==> config.mk <==
export PLATFORM = sky130hd
export DESIGN_NAME = tbc_compactor
export DESIGN_NICKNAME = d
export VERILOG_FILES = /design/src/rtl/tbc_pkg.sv /design/src/rtl/tbc_lane_pick.sv /design/src/rtl/tbc_lane_count.sv /design/src/rtl/tbc_max_reduce.sv /design/src/rtl/tbc_compactor.sv
export SDC_FILE = /design/constraint.sdc
export NUM_CORES = 1
export LEC_CHECK = 0
export ABC_AREA = 1
export CORE_UTILIZATION = 50
export DETAILED_ROUTE_END_ITERATION = 10
export DONT_BUFFER_PORTS = 1
export PLACE_DENSITY = 0.73
export REMOVE_ABC_BUFFERS = 1
export SLEW_MARGIN = 10
export SYNTH_ARGS = -nofsm -noshare
export SYNTH_HDL_FRONTEND = slang
export SYNTH_SLANG_ARGS = --single-unit
==> constraint.sdc <==
create_clock -name clk -period 4.79 [get_ports clk]
set_input_delay 0.2395 -clock clk [delete_from_list [all_inputs] [get_ports clk]]
set_output_delay 0.2395 -clock clk [all_outputs]
set_load 0.05 [all_outputs]
==> src/rtl/tbc_pkg.sv <==
// Package: shared types for the thread block compactor.
// Assumes nothing beyond IEEE 1800-2017 enums.
package tbc_pkg;

    // Control state of a compaction pass.
    typedef enum logic {
        ST_IDLE = 1'b0,
        ST_EMIT = 1'b1
    } tbc_state_e;

endpackage

==> src/rtl/tbc_lane_pick.sv <==
// Module: tbc_lane_pick
// For one lane, picks the lowest-numbered static warp whose thread is still
// pending and returns its global thread index and a one-hot clear vector.
// Assumes NUM_WARPS >= 2 and LANE < LANES.
module tbc_lane_pick #(
    parameter int NUM_WARPS = 3,
    parameter int LANES     = 4,
    parameter int LANE      = 0,
    parameter int TID_W     = $clog2(NUM_WARPS * LANES)
) (
    input  logic [NUM_WARPS-1:0] pend_col,
    output logic                 hit,
    output logic [TID_W-1:0]     tid,
    output logic [NUM_WARPS-1:0] clr_col
);
    localparam int WI_W = $clog2(NUM_WARPS);

    logic [WI_W-1:0] sel;

    // Priority encoder: lowest pending warp in this lane wins.
    always_comb begin
        sel = '0;
        for (int w = NUM_WARPS - 1; w >= 0; w--) begin
            if (pend_col[w]) sel = WI_W'(w);
        end
    end

    // Slot value and clear vector for the selected thread; empty slot reads 0.
    always_comb begin
        hit     = |pend_col;
        clr_col = '0;
        tid     = '0;
        if (hit) begin
            clr_col[sel] = 1'b1;
            tid = TID_W'(sel) * TID_W'(LANES) + TID_W'(LANE);
        end
    end

endmodule

==> src/rtl/tbc_lane_count.sv <==
// Module: tbc_lane_count
// Counts the set bits of one lane column of the incoming active mask.
// Assumes CNT_W can hold NUM_WARPS.
module tbc_lane_count #(
    parameter int NUM_WARPS = 3,
    parameter int CNT_W     = $clog2(NUM_WARPS + 1)
) (
    input  logic [NUM_WARPS-1:0] col,
    output logic [CNT_W-1:0]     cnt
);
    // Population count of the column.
    always_comb begin
        cnt = '0;
        for (int w = 0; w < NUM_WARPS; w++) begin
            cnt = cnt + CNT_W'(col[w]);
        end
    end

endmodule

==> src/rtl/tbc_max_reduce.sv <==
// Module: tbc_max_reduce
// Returns the largest of LANES per-lane counts (flattened input).
// Assumes all counts share width CNT_W.
module tbc_max_reduce #(
    parameter int LANES = 4,
    parameter int CNT_W = 2
) (
    input  logic [LANES*CNT_W-1:0] cnts,
    output logic [CNT_W-1:0]       max_cnt
);
    // Linear maximum scan across lanes.
    always_comb begin
        max_cnt = '0;
        for (int l = 0; l < LANES; l++) begin
            if (cnts[l*CNT_W +: CNT_W] > max_cnt) max_cnt = cnts[l*CNT_W +: CNT_W];
        end
    end

endmodule

==> src/rtl/tbc_compactor.sv <==
// Module: tbc_compactor (top)
// Lane-preserving thread block compactor. On start (while idle) it loads the
// block-wide active mask, reports the dynamic warp count, then emits one
// dynamic warp per cycle on a valid/ready stream, each lane taking its
// oldest pending thread. pass_done pulses after the final accepted warp.
// Assumes start is raised only once all threads have arrived; start while
// busy is ignored. Output is driven from the pending-mask register, so it is
// stable whenever no warp is accepted.
module tbc_compactor #(
    parameter int NUM_WARPS = 3,
    parameter int LANES     = 4,
    parameter int TID_W     = $clog2(NUM_WARPS * LANES),
    parameter int CNT_W     = $clog2(NUM_WARPS + 1)
) (
    input  logic                   clk,
    input  logic                   rst_n,
    input  logic                   start,
    input  logic [NUM_WARPS*LANES-1:0] act_mask,
    output logic                   busy,
    output logic [CNT_W-1:0]       dw_count,
    output logic                   dw_valid,
    input  logic                   dw_ready,
    output logic [LANES*TID_W-1:0] dw_tids,
    output logic [LANES-1:0]       dw_lane_vld,
    output logic                   pass_done
);
    import tbc_pkg::*;

    localparam int NTHR = NUM_WARPS * LANES;

    tbc_state_e             state_q;
    logic [NTHR-1:0]        pend_q;
    logic [NTHR-1:0]        clr_all;
    logic [NTHR-1:0]        pend_nxt;
    logic [CNT_W-1:0]       cnt_q;
    logic                   done_q;
    logic [LANES*CNT_W-1:0] lane_cnts;
    logic [CNT_W-1:0]       max_cnt;
    logic                   accept;

    // Per-lane pickers on the pending mask and counters on the incoming mask.
    for (genvar l = 0; l < LANES; l++) begin : g_lane
        logic [NUM_WARPS-1:0] pcol;
        logic [NUM_WARPS-1:0] acol;
        logic [NUM_WARPS-1:0] ccol;

        for (genvar w = 0; w < NUM_WARPS; w++) begin : g_bit
            assign pcol[w]             = pend_q[w*LANES + l];
            assign acol[w]             = act_mask[w*LANES + l];
            assign clr_all[w*LANES + l] = ccol[w];
        end

        tbc_lane_pick #(
            .NUM_WARPS(NUM_WARPS),
            .LANES    (LANES),
            .LANE     (l),
            .TID_W    (TID_W)
        ) u_pick (
            .pend_col(pcol),
            .hit     (dw_lane_vld[l]),
            .tid     (dw_tids[l*TID_W +: TID_W]),
            .clr_col (ccol)
        );

        tbc_lane_count #(
            .NUM_WARPS(NUM_WARPS),
            .CNT_W    (CNT_W)
        ) u_cnt (
            .col(acol),
            .cnt(lane_cnts[l*CNT_W +: CNT_W])
        );
    end

    tbc_max_reduce #(
        .LANES(LANES),
        .CNT_W(CNT_W)
    ) u_max (
        .cnts   (lane_cnts),
        .max_cnt(max_cnt)
    );

    // Handshake and next pending mask after removing the emitted threads.
    always_comb begin
        accept   = dw_valid && dw_ready;
        pend_nxt = pend_q & ~clr_all;
    end

    // Pass control: load on start, retire one warp per accepted handshake.
    always_ff @(posedge clk) begin
        if (!rst_n) begin
            state_q <= ST_IDLE;
            pend_q  <= '0;
            cnt_q   <= '0;
            done_q  <= 1'b0;
        end else begin
            done_q <= 1'b0;
            case (state_q)
                ST_IDLE: begin
                    if (start) begin
                        pend_q <= act_mask;
                        cnt_q  <= max_cnt;
                        if (|act_mask) state_q <= ST_EMIT;
                        else           done_q  <= 1'b1;
                    end
                end
                ST_EMIT: begin
                    if (accept) begin
                        pend_q <= pend_nxt;
                        if (pend_nxt == '0) begin
                            state_q <= ST_IDLE;
                            done_q  <= 1'b1;
                        end
                    end
                end
                default: state_q <= ST_IDLE;
            endcase
        end
    end

    // Output status.
    always_comb begin
        busy      = (state_q == ST_EMIT);
        dw_valid  = (state_q == ST_EMIT);
        dw_count  = cnt_q;
        pass_done = done_q;
    end

endmodule

==> load_flow_metrics.sql, run 1 <==
INSERT INTO impl_metrics (metric_group, metric, value, unit) VALUES
('sta', 'timing.final.crit_share', '0.5641', ''),
('finish', 'multi_input_comb_area', '732.0', 'µm²'),
('clocking', 'buffer_type_at_the_clock_tree_root', 'sky130_fd_sc_hd__clkbuf_4', ''),
('clocking', 'cts_hold_buffers', '0', ''),
('die', 'die-width', '53.07', 'µm'),
('sta', 'maxClockFrequency', '0.3701', 'GHz'),
('drt', 'highest_layer', 'met4', ''),
('drt', 'drtIter0Drc', '49', ''),
('finish', 'finish.net_count', '219', ''),
('logic_synthesis', 'syn-cell-area', '0.001304', 'mm²'),
('drt', 'post_drt_via_cell_ratio', '5.320', ''),
('logic_synthesis', 'yosysWarningCount', '0', ''),
('logic_synthesis', 'ys_async_sr_fraction', '0', ''),
('power_and_ir_drop', 'pwr-share-seq', '0.353', ''),
('finish', 'area_growth_syn_to_layout', '1.631', '%'),
('sta', 'report.final.setup_viol', '0', ''),
('power_and_ir_drop', 'worst_ir_drop_vdd', '0.2122', 'mV'),
('logic_synthesis', 'ys_dominant_reg_cell', 'sky130_fd_sc_hd__dfxtp_1', ''),
('die', 'core_area', '0.002477', 'mm²'),
('power_and_ir_drop', 'clkPwrFrac', '0.193', ''),
('die', 'die_area', '0.002816', 'mm²'),
('global_route', 'wire_length_of_the_first_global_routing_pass', '4519', 'µm'),
('drt', 'wl_met3', '218', 'µm'),
('critical_path', 'cpMaxStageDelayCell', 'sky130_fd_sc_hd__fa_1', ''),
('die', 'fp-row-count', '18', ''),
('logic_synthesis', 'post_synth.cell_area_avg', '6.862', 'µm²'),
('clocking', 'post-cts-setup-buffer-count', '0', ''),
('clocking', 'clock_tree.buffer_depth', '2', ''),
('power_and_ir_drop', 'power_density', '356.4', 'mW/mm²'),
('drt', 'wl_met2', '1440', 'µm'),
('place', 'port-buffer-count', '0', ''),
('critical_path', 'crit_arrival', '2.93', 'ns'),
('flow_run', 'maxCapViolations', '0', ''),
('finish', 'num_antenna_cells', '0', ''),
('place', 'gp_congestion', '0.8768', ''),
('global_route', 'largest_net_degree_at_the_start_of_global_routing', '13', ''),
('power_and_ir_drop', 'power_switching_share', '0.4824', ''),
('clocking', 'clk_transition_reported_paths', '0.10', 'ns'),
('logic_synthesis', 'commonest_cells_in_the_netlist', 'sky130_fd_sc_hd__nand2_1, sky130_fd_sc_hd__inv_1, sky130_fd_sc_hd__dfxtp_1', ''),
('die', 'die-height', '53.07', 'µm'),
('sta', 'final.hold.worst_slack', '0.08059', 'ns'),
('logic_synthesis', 'count_of_mapped_cells_out_of_synthesis', '190', ''),
('sta', 'worst_clock_skew', '0.002626', 'ns'),
('drt', 'drt-wirelength-per-cell', '12.88', 'µm'),
('sta', 'worst_slew_pin_slew', '0.8971', 'ns'),
('global_route', 'antenna_found_initial', '0', ''),
('critical_path', 'sort_of_element_at_the_end_of_the_critical_path', 'flip-flop', ''),
('critical_path', 'timing.critical_path.cells', 'fa_1 > inv_1 > ha_1 > nand2_1 > nand3_1 > nand2_1 > inv_1 > ha_1 > o21bai_1 > o21ai_0 > nand3_1 > nand2_1 > ha_1 > inv_1 > o22ai_1 > o21ai_0 > inv_1 > nand2_1 > a21oi_1', ''),
('power_and_ir_drop', 'switchingPower', '0.2278', 'mW'),
('critical_path', 'critPathMaxStageDelay', '0.52', 'ns'),
('sta', 'setup_tns', '0', 'ns'),
('power_and_ir_drop', 'power.leakage', '0.6981', 'nW'),
('die', 'design.portCount', '41', ''),
('clocking', 'worstSkewPairLatency', '0.29', 'ns'),
('die', 'initial_core_util', '0.5263', ''),
('critical_path', 'crit_buf_inv', '4', ''),
('logic_synthesis', 'synth_cell_types', '23', ''),
('logic_synthesis', 'synth_seq_cells', '16', ''),
('critical_path', 'cp_data_required_time', '5.02', 'ns'),
('finish', 'post_route_cells_drive_above_1_share', '0.08466', ''),
('power_and_ir_drop', 'p_int', '0.2445', 'mW'),
('drt', 'detail_route.first_pass.iterations', '7', ''),
('sta', 'maxSlewViolCount', '0', ''),
('global_route', 'grt.overflow.total', '0', ''),
('logic_synthesis', 'yosysSeqAreaShare', '0.2457', ''),
('worst_hold_path', 'hold-path-cell-count', '2', ''),
('worst_hold_path', 'hold_end', 'pend_q[11]', ''),
('clocking', 'tritoncts', 'done', ''),
('status', 'outcome', 'completed', ''),
('sta', 'final_hold_viol_count', '0', ''),
('critical_path', 'reg2reg_slack', '3.35', 'ns');
kinds of logic after synthesis:
logic type / share of synthesized area
compound gates: 0.1526
fa+ha+maj: 0.1478
buf+inv: 0.2015
flops: 0.2457
other cells: 0.002876
simple gates: 0.2495
layer usage:
metal	vias to the layer above	track usage
met3	11	0.04023
met5	-	0
met2	60	0.3987
met4	0	0.1447
li1	579	-
met1	515	0.2366
worst max path at each step:
stage                      from           to  slack [ns]  cells after the start
floorplan           act_mask[1]  dw_count[0]        2.11                     19
CTS                 act_mask[1]  dw_count[0]        2.15                     19
detailed placement  act_mask[1]  dw_count[0]        1.83                     19
global placement    act_mask[1]  dw_count[0]        2.04                     19
finish              act_mask[1]  dw_count[0]        2.09                     19
global route        act_mask[1]  dw_count[0]        1.92                     19
placed cells by master, fill, tap and decap left out, types with 3 or more instances in the layout:
cell type / synthesis / routed
sky130_fd_sc_hd__o21ai_0: 14 / 14
sky130_fd_sc_hd__nand3_1: 6 / 6
sky130_fd_sc_hd__ha_1: 9 / 9
sky130_fd_sc_hd__o21ai_1: 3 / 3
sky130_fd_sc_hd__a21oi_1: 13 / 13
sky130_fd_sc_hd__fa_1: 4 / 4
sky130_fd_sc_hd__nand2_1: 38 / 38
sky130_fd_sc_hd__conb_1: 1 / 4
sky130_fd_sc_hd__inv_4: 3 / 3
sky130_fd_sc_hd__dfxtp_1: 16 / 16
sky130_fd_sc_hd__clkbuf_4: 0 / 3
sky130_fd_sc_hd__o211ai_1: 3 / 3
sky130_fd_sc_hd__buf_4: 13 / 6
sky130_fd_sc_hd__nor2_1: 14 / 14
sky130_fd_sc_hd__inv_1: 36 / 36
sky130_fd_sc_hd__nor3_1: 6 / 6
worst reg2reg max path, cell delays in order (launching register included):
cell	delay [ns]
sky130_fd_sc_hd__dfxtp_1	0.32
sky130_fd_sc_hd__buf_4	0.38
sky130_fd_sc_hd__nor2_8	0.15
sky130_fd_sc_hd__nor2_8	0.20
sky130_fd_sc_hd__inv_4	0.08
sky130_fd_sc_hd__o21ai_0	0.16
sky130_fd_sc_hd__a21oi_1	0.06
state kept, by name (all words and copies together) (netlist names):
signal and cells:
pass_done 1, busy 1, pend_q 12, dw_count 2
power by group through the flow:
| stage | Clock (mW) | Combinational, mW | Sequential [mW] |
|---|---|---|---|
| after floorplan | 0 | 0.172 | 0.175 |
| after CTS | 0.0923 | 0.215 | 0.167 |
| after global placement | 0 | 0.204 | 0.168 |
| after detailed placement | 0 | 0.214 | 0.170 |
| final | 0.0910 | 0.215 | 0.167 |
| after global routing | 0.100 | 0.237 | 0.168 |
area by class of cell:
cell class,instances,share of cell area
multi-input combinational,124,0.5524
sequential,16,0.2417
inverter,39,0.1161
timing repair buffer,6,0.03399
tap,30,0.02833
clock buffer,4,0.02738
per-stage QoR:
step / total power [mW] / setup slack (ns) / util / cells / area (µm²)
floorplan: 0.3469 / 2.107 / - / 179 / 1206
global placement: 0.3719 / 2.040 / 0.5202 / 215 / 1289
detailed placement: 0.3833 / 1.829 / 0.5202 / 215 / 1289
CTS: 0.4736 / 2.145 / 0.5348 / 219 / 1325
global route: 0.5054 / 1.925 / 0.5348 / 219 / 1325
finish: 0.4723 / 2.088 / 0.5348 / 219 / 1325
Note: power is estimated with default switching activity, not from simulation.
==> inputs of run 2 (changes only) <==
Clock period 4.79 ns to 2.5 ns, I/O delays scaled along.
==> load_flow_metrics.sql, run 2 (synthesis gave the netlist of run 1 again) <==
INSERT INTO impl_metrics (metric_group, metric, value, unit) VALUES
('critical_path', 'cp_data_required_time', '2.74', 'ns'),
('finish', 'finish.net_count', '229', ''),
('sta', 'setup_ws', '0.01027', 'ns'),
('die', 'fp-row-count', '18', ''),
('die', 'die-height', '53.07', 'µm'),
('power_and_ir_drop', 'power_switching_share', '0.4786', ''),
('finish', 'max_flop_register', 'pend_q', ''),
('die', 'design.portCount', '41', ''),
('finish', 'commonest_cells_after_routing_fill_and_taps_aside', 'sky130_fd_sc_hd__nand2_1, sky130_fd_sc_hd__inv_1, sky130_fd_sc_hd__dfxtp_1', ''),
('drt', 'wl_met2', '1539', 'µm'),
('power_and_ir_drop', 'clkPwrFrac', '0.192', ''),
('drt', 'wl_met3', '184', 'µm'),
('die', 'die_area', '0.002816', 'mm²'),
('critical_path', 'reg2reg_from', 'busy', ''),
('place', 'dp.final_hpwl', '2231', 'µm'),
('clocking', 'worstSkewPairLatency', '0.30', 'ns'),
('global_route', 'largest_net_degree_at_the_start_of_global_routing', '12', ''),
('place', 'port-buffer-count', '0', ''),
('finish', 'post_route_cells_drive_above_1_share', '0.1106', ''),
('critical_path', 'crit_arrival', '2.73', 'ns'),
('drt', 'detail_route.first_pass.iterations', '7', ''),
('clocking', 'cts_made_buffers', '3', ''),
('power_and_ir_drop', 'power_frac_comb', '0.464', ''),
('worst_hold_path', 'hp-class', 'input port to flip-flop', ''),
('drt', 'drt-wirelength-per-cell', '12.82', 'µm'),
('sta', 'report.final.setup_viol', '0', ''),
('sta', 'maxSlewViolCount', '0', ''),
('power_and_ir_drop', 'p_int', '0.4932', 'mW'),
('power_and_ir_drop', 'switchingPower', '0.4528', 'mW'),
('drt', 'post_drt_via_cell_ratio', '5.231', ''),
('sta', 'worst_slew_pin_slew', '0.8938', 'ns'),
('drt', 'postRouteWirelength', '2935', 'µm'),
('power_and_ir_drop', 'power_density', '666.7', 'mW/mm²'),
('sta', 'setup_tns', '0', 'ns'),
('clocking', 'clock_tree.buffer_depth', '2', ''),
('clocking', 'clk_transition_reported_paths', '0.11', 'ns'),
('drt', 'wl_met1', '1157', 'µm'),
('place', 'gp_congestion', '0.9081', ''),
('global_route', 'grt.overflow.total', '0', ''),
('place', 'pre_cts_ws', '-0.3566', 'ns'),
('power_and_ir_drop', 'power.leakage', '0.7455', 'nW'),
('finish', 'fin_util', '0.5727', ''),
('finish', 'final-seq-area', '320.3', 'µm²'),
('clocking', 'buffer_type_at_the_clock_tree_root', 'sky130_fd_sc_hd__clkbuf_4', ''),
('drt', 'vias', '1198', ''),
('die', 'die-width', '53.07', 'µm'),
('sta', 'maxClockFrequency', '0.4017', 'GHz'),
('finish', 'fillers', '253', ''),
('power_and_ir_drop', 'pwr-share-seq', '0.344', ''),
('drt', 'drt.antenna.violating_nets', '0', ''),
('critical_path', 'critPathLaunch', 'act_mask[1]', ''),
('finish', 'max_reg_flops', '12', ''),
('global_route', 'wire_length_of_the_first_global_routing_pass', '4636', 'µm'),
('finish', 'area_growth_syn_to_layout', '8.829', '%'),
('finish', 'layoutNonFillerInstCount', '229', ''),
('sta', 'finalCriticalPeriod', '2.490', 'ns'),
('clocking', 'cts_max_level', '1', ''),
('critical_path', 'critPathLaunchType', 'input port', ''),
('global_route', 'gr-usage-all-layers', '0.2281', ''),
('global_route', 'grt_pass1_vias', '1172', ''),
('global_route', 'antenna_found_initial', '0', ''),
('status', 'outcome', 'finished, violations left', ''),
('drt', 'remaining_drc_errors', '2', ''),
('place', 'placed_cells', '219', ''),
('critical_path', 'critical_path_peak_fanout', '3', ''),
('status', 'failed_checks', 'design-rule violations', ''),
('finish', 'layout.cells.most_common', 'sky130_fd_sc_hd__nand2_1', ''),
('clocking', 'clkSinkCount', '16', ''),
('flow_run', 'maxCapViolations', '0', ''),
('sta', 'max_slew_margin', '0.4027', ''),
('sta', 'final_hold_viol_count', '0', ''),
('clocking', 'tritoncts', 'done', ''),
('finish', 'multi_input_comb_area', '738.2', 'µm²'),
('die', 'core_area', '0.002477', 'mm²'),
('drt', 'highest_layer', 'met4', ''),
('die', 'initial_core_util', '0.5263', ''),
('finish', 'num_antenna_cells', '0', ''),
('power_and_ir_drop', 'worst_ir_drop_vdd', '0.4314', 'mV'),
('sta', 'timing.final.crit_share', '0.9959', ''),
('worst_hold_path', 'min_from', 'act_mask[5]', ''),
('sta', 'worst_clock_skew', '0.006742', 'ns'),
('critical_path', 'sort_of_element_at_the_end_of_the_critical_path', 'flip-flop', ''),
('critical_path', 'worst-setup-path-type', 'input port to flip-flop', ''),
('drt', 'drtIter0Drc', '49', ''),
('sta', 'rsz0062_at_grt', 'true', '');
==> run 2: cell count changes in the layout (fill, tap and decap cells not counted), sizes merged <==
cell | previous run | this run
buf | 6 | 11
dlygate4sd3 | 0 | 5
==> run 2: final timing paths <==
path / to / slack, ns / cells after the start
setup / recovery: dw_count[0] / 0.01 / 18
setup reg to reg: pend_q[6] / 1.01 / 5
hold reg to reg: pend_q[8] / 0.48 / 2
hold / removal: pend_q[5] / 0.002 / 2
==> run 2: layout make-up <==
cell class | count | share of cell area
multi-input combinational | 124 | 0.5203
timing repair buffer | 16 | 0.09347
clock buffer | 4 | 0.02557
sequential | 16 | 0.2257
tap | 30 | 0.02646
inverter | 39 | 0.1085
==> run 2: timing repair <==
item | in CTS | in global routing
setup buffers | 0 | 1
hold endpoints to repair | 12 | 0
pin swaps | 1 | 1
resized for setup | 3 | 0
setup endpoints to repair | 1 | 1
hold buffers | 5 | 0
==> run 2: routing by layer <==
| metal | up-vias | global-route usage |
|---|---|---|
| li1 | 601 | - |
| met1 | 548 | 0.2370 |
| met2 | 42 | 0.4114 |
| met3 | 7 | 0.04885 |
| met4 | 0 | 0.1404 |
| met5 | - | 0 |
==> run 2: critical path: stages <==
cell and delay [ns]:
sky130_fd_sc_hd__fa_1 0.53, sky130_fd_sc_hd__inv_1 0.06, sky130_fd_sc_hd__ha_1 0.29, sky130_fd_sc_hd__nand2_1 0.08, sky130_fd_sc_hd__nand3_1 0.10, sky130_fd_sc_hd__nand2_1 0.08, sky130_fd_sc_hd__inv_1 0.04, sky130_fd_sc_hd__ha_1 0.26
sky130_fd_sc_hd__inv_1 0.04, sky130_fd_sc_hd__o211ai_1 0.23, sky130_fd_sc_hd__nand2_1 0.10, sky130_fd_sc_hd__ha_1 0.29, sky130_fd_sc_hd__inv_1 0.05, sky130_fd_sc_hd__o22ai_2 0.16, sky130_fd_sc_hd__o21ai_1 0.07, sky130_fd_sc_hd__inv_1 0.06
sky130_fd_sc_hd__nand2_1 0.05, sky130_fd_sc_hd__a21oi_1 0.12
==> run 2: through the flow <==
stage               total power [mW]  hold WS [ns]  area (µm²)
finish                        0.9459      0.002024        1419
global route                   1.002       0.03616        1419
CTS                           0.9357       0.01424        1411
detailed placement            0.7474        0.2754        1319
global placement              0.7292        0.2692        1319
floorplan                     0.6647        0.2634        1206
==> run 2: power groups by stage <==
stage / clock network [mW] / registers [mW] / logic (mW)
5_1_grt: 0.191 / 0.329 / 0.482
4_1_cts: 0.176 / 0.325 / 0.435
2_1_floorplan: 0 / 0.334 / 0.330
3_5_place_dp: 0 / 0.330 / 0.417
3_3_place_gp: 0 / 0.329 / 0.400
6_report: 0.182 / 0.325 / 0.439
==> inputs of run 3 (changes only) <==
Settings changed: MAX_ROUTING_LAYER from default to met4, SLEW_MARGIN 10 to default.
==> load_flow_metrics.sql, run 3 (synthesis gave the netlist of run 1 again) <==
INSERT INTO impl_metrics (metric_group, metric, value, unit) VALUES
('critical_path', 'worst-setup-path-type', 'input port to flip-flop', ''),
('critical_path', 'critical_path_peak_fanout', '3', ''),
('worst_hold_path', 'hold_end', 'pend_q[5]', ''),
('place', 'port-buffer-count', '0', ''),
('sta', 'final_hold_viol_count', '0', ''),
('global_route', 'largest_net_degree_at_the_start_of_global_routing', '12', ''),
('drt', 'post_drt_via_cell_ratio', '5.236', ''),
('die', 'die_area', '0.002816', 'mm²'),
('sta', 'report.final.setup_viol', '0', ''),
('drt', 'detail_route.first_pass.iterations', '7', ''),
('finish', 'finish.net_count', '229', ''),
('clocking', 'clock_tree.buffer_depth', '2', ''),
('sta', 'final.hold.worst_slack', '0.009062', 'ns'),
('critical_path', 'r2r.worst_path.cells', '5', ''),
('power_and_ir_drop', 'power.leakage', '0.7455', 'nW'),
('power_and_ir_drop', 'worst_ir_drop_vdd', '0.4298', 'mV'),
('drt', 'postRouteWirelength', '2933', 'µm'),
('global_route', 'wire_length_of_the_first_global_routing_pass', '4636', 'µm'),
('clocking', 'clk_transition_reported_paths', '0.11', 'ns'),
('clocking', 'cts_max_level', '1', ''),
('die', 'initial_core_util', '0.5263', ''),
('critical_path', 'cp_data_required_time', '2.74', 'ns'),
('sta', 'setup_tns', '0', 'ns'),
('finish', 'max_flop_register', 'pend_q', ''),
('die', 'design.portCount', '41', ''),
('die', 'core_area', '0.002477', 'mm²'),
('finish', 'max_reg_flops', '12', ''),
('critical_path', 'reg2reg_from', 'busy', ''),
('global_route', 'antenna_found_initial', '0', ''),
('clocking', 'clkSinkCount', '16', ''),
('drt', 'drt.antenna.violating_nets', '0', ''),
('finish', 'num_antenna_cells', '0', ''),
('sta', 'maxClockFrequency', '0.4020', 'GHz'),
('worst_hold_path', 'min_from', 'act_mask[5]', ''),
('critical_path', 'critPathLaunchType', 'input port', ''),
('critical_path', 'reg2reg_slack', '1.00', 'ns'),
('drt', 'drt-wirelength-per-cell', '12.81', 'µm'),
('global_route', 'grt.overflow.total', '0', ''),
('power_and_ir_drop', 'power_density', '666.3', 'mW/mm²'),
('die', 'die-height', '53.07', 'µm'),
('drt', 'remaining_drc_errors', '2', ''),
('worst_hold_path', 'hp-class', 'input port to flip-flop', ''),
('finish', 'post_route_cells_drive_above_1_share', '0.1106', ''),
('sta', 'finalCriticalPeriod', '2.488', 'ns'),
('clocking', 'cts_made_buffers', '3', ''),
('die', 'fp-row-count', '18', ''),
('sta', 'worst_slew_pin_slew', '0.8938', 'ns'),
('finish', 'area_growth_syn_to_layout', '8.829', '%'),
('status', 'failed_checks', 'design-rule violations', ''),
('place', 'dp.final_hpwl', '2231', 'µm'),
('clocking', 'buffer_type_at_the_clock_tree_root', 'sky130_fd_sc_hd__clkbuf_4', ''),
('drt', 'vias', '1199', ''),
('clocking', 'tritoncts', 'done', ''),
('clocking', 'worstSkewPairLatency', '0.30', 'ns'),
('status', 'outcome', 'finished, violations left', ''),
('finish', 'layout.cells.most_common', 'sky130_fd_sc_hd__nand2_1', ''),
('global_route', 'grt_pass1_vias', '1176', ''),
('worst_hold_path', 'hold-path-cell-count', '2', ''),
('global_route', 'gr-usage-all-layers', '0.2340', ''),
('sta', 'rsz0062_at_grt', 'true', ''),
('sta', 'maxSlewViolCount', '0', ''),
('critical_path', 'worstReg2RegEnd', 'pend_q[4]', ''),
('die', 'die-width', '53.07', 'µm'),
('flow_run', 'maxCapViolations', '0', ''),
('sta', 'worst_clock_skew', '0.008895', 'ns'),
('place', 'gp_congestion', '0.9237', ''),
('finish', 'commonest_cells_after_routing_fill_and_taps_aside', 'sky130_fd_sc_hd__nand2_1, sky130_fd_sc_hd__inv_1, sky130_fd_sc_hd__dfxtp_1', ''),
('sta', 'timing.final.crit_share', '0.9950', ''),
('drt', 'drtIter0Drc', '40', ''),
('critical_path', 'crit_arrival', '2.73', 'ns'),
('critical_path', 'sort_of_element_at_the_end_of_the_critical_path', 'flip-flop', ''),
('sta', 'max_slew_margin', '0.4027', '');
==> run 3: critical path, stage by stage <==
cell and delay, ns:
sky130_fd_sc_hd__fa_1 0.53, sky130_fd_sc_hd__inv_1 0.06, sky130_fd_sc_hd__ha_1 0.29, sky130_fd_sc_hd__nand2_1 0.08, sky130_fd_sc_hd__nand3_1 0.10, sky130_fd_sc_hd__nand2_1 0.08, sky130_fd_sc_hd__inv_1 0.04, sky130_fd_sc_hd__ha_1 0.26
sky130_fd_sc_hd__inv_1 0.04, sky130_fd_sc_hd__o211ai_1 0.23, sky130_fd_sc_hd__nand2_1 0.10, sky130_fd_sc_hd__ha_1 0.29, sky130_fd_sc_hd__inv_1 0.05, sky130_fd_sc_hd__o22ai_2 0.16, sky130_fd_sc_hd__o21ai_1 0.07, sky130_fd_sc_hd__inv_1 0.07
sky130_fd_sc_hd__nand2_1 0.05, sky130_fd_sc_hd__a21oi_1 0.12
==> run 3: routing by layer <==
metal | wire length, µm | vias up | part of all wire | GRT usage
li1 | - | 598 | - | -
met5 | 0 | - | 0 | -
met2 | 1537 | 47 | 0.52 | 0.4114
met4 | 76 | 0 | 0.026 | 0.1404
met1 | 1144 | 545 | 0.39 | 0.2439
met3 | 174 | 9 | 0.059 | 0.03736
==> run 3: metrics by stage <==
| stage | utilization | setup slack, ns | cell area [µm²] | instances | power, mW |
|---|---|---|---|---|---|
| final | 0.5727 | 0.01239 | 1419 | 229 | 0.9454 |
| after global routing | 0.5727 | -0.1402 | 1419 | 229 | 1.002 |
| after CTS | 0.5697 | 0.01679 | 1411 | 228 | 0.9357 |
| after detailed placement | 0.5323 | -0.3566 | 1319 | 219 | 0.7474 |
| after global placement | 0.5323 | -0.1350 | 1319 | 219 | 0.7292 |
| after floorplan | - | -0.06838 | 1206 | 179 | 0.6647 |
==> run 3: repair_timing <==
action,in CTS,in global routing
endpoints found under the setup margin,1,1
resized for setup,3,0
hold endpoints to repair,12,0
setup buffers,0,1
pin swaps,1,1
hold buffers,5,0
==> run 3: worst max path at each step <==
stage                     slack [ns]          end         from
after floorplan                -0.07  dw_count[0]  act_mask[1]
after global placement         -0.13  dw_count[0]  act_mask[1]
after detailed placement       -0.36  dw_count[0]  act_mask[1]
after CTS                       0.02  dw_count[0]  act_mask[1]
after global routing           -0.14  dw_count[0]  act_mask[1]
final                           0.01  dw_count[0]  act_mask[1]
==> run 3: layout make-up <==
| class | instances | area (µm²) |
|---|---|---|
| fillers | 253 | 1059 |
| flip-flops and latches | 16 | 320.3 |
| inverters | 39 | 153.9 |
| clock buffers | 4 | 36.28 |
| well taps | 30 | 37.54 |
| multi-input cells | 124 | 738.2 |
| repair buffers | 16 | 132.6 |
==> run 3: power by group <==
| group | total [mW] | switching [mW] | internal, mW |
|---|---|---|---|
| Sequential | 0.325 | 0.0460 | 0.279 |
| Clock | 0.181 | 0.0919 | 0.0889 |
| Combinational | 0.440 | 0.314 | 0.125 |
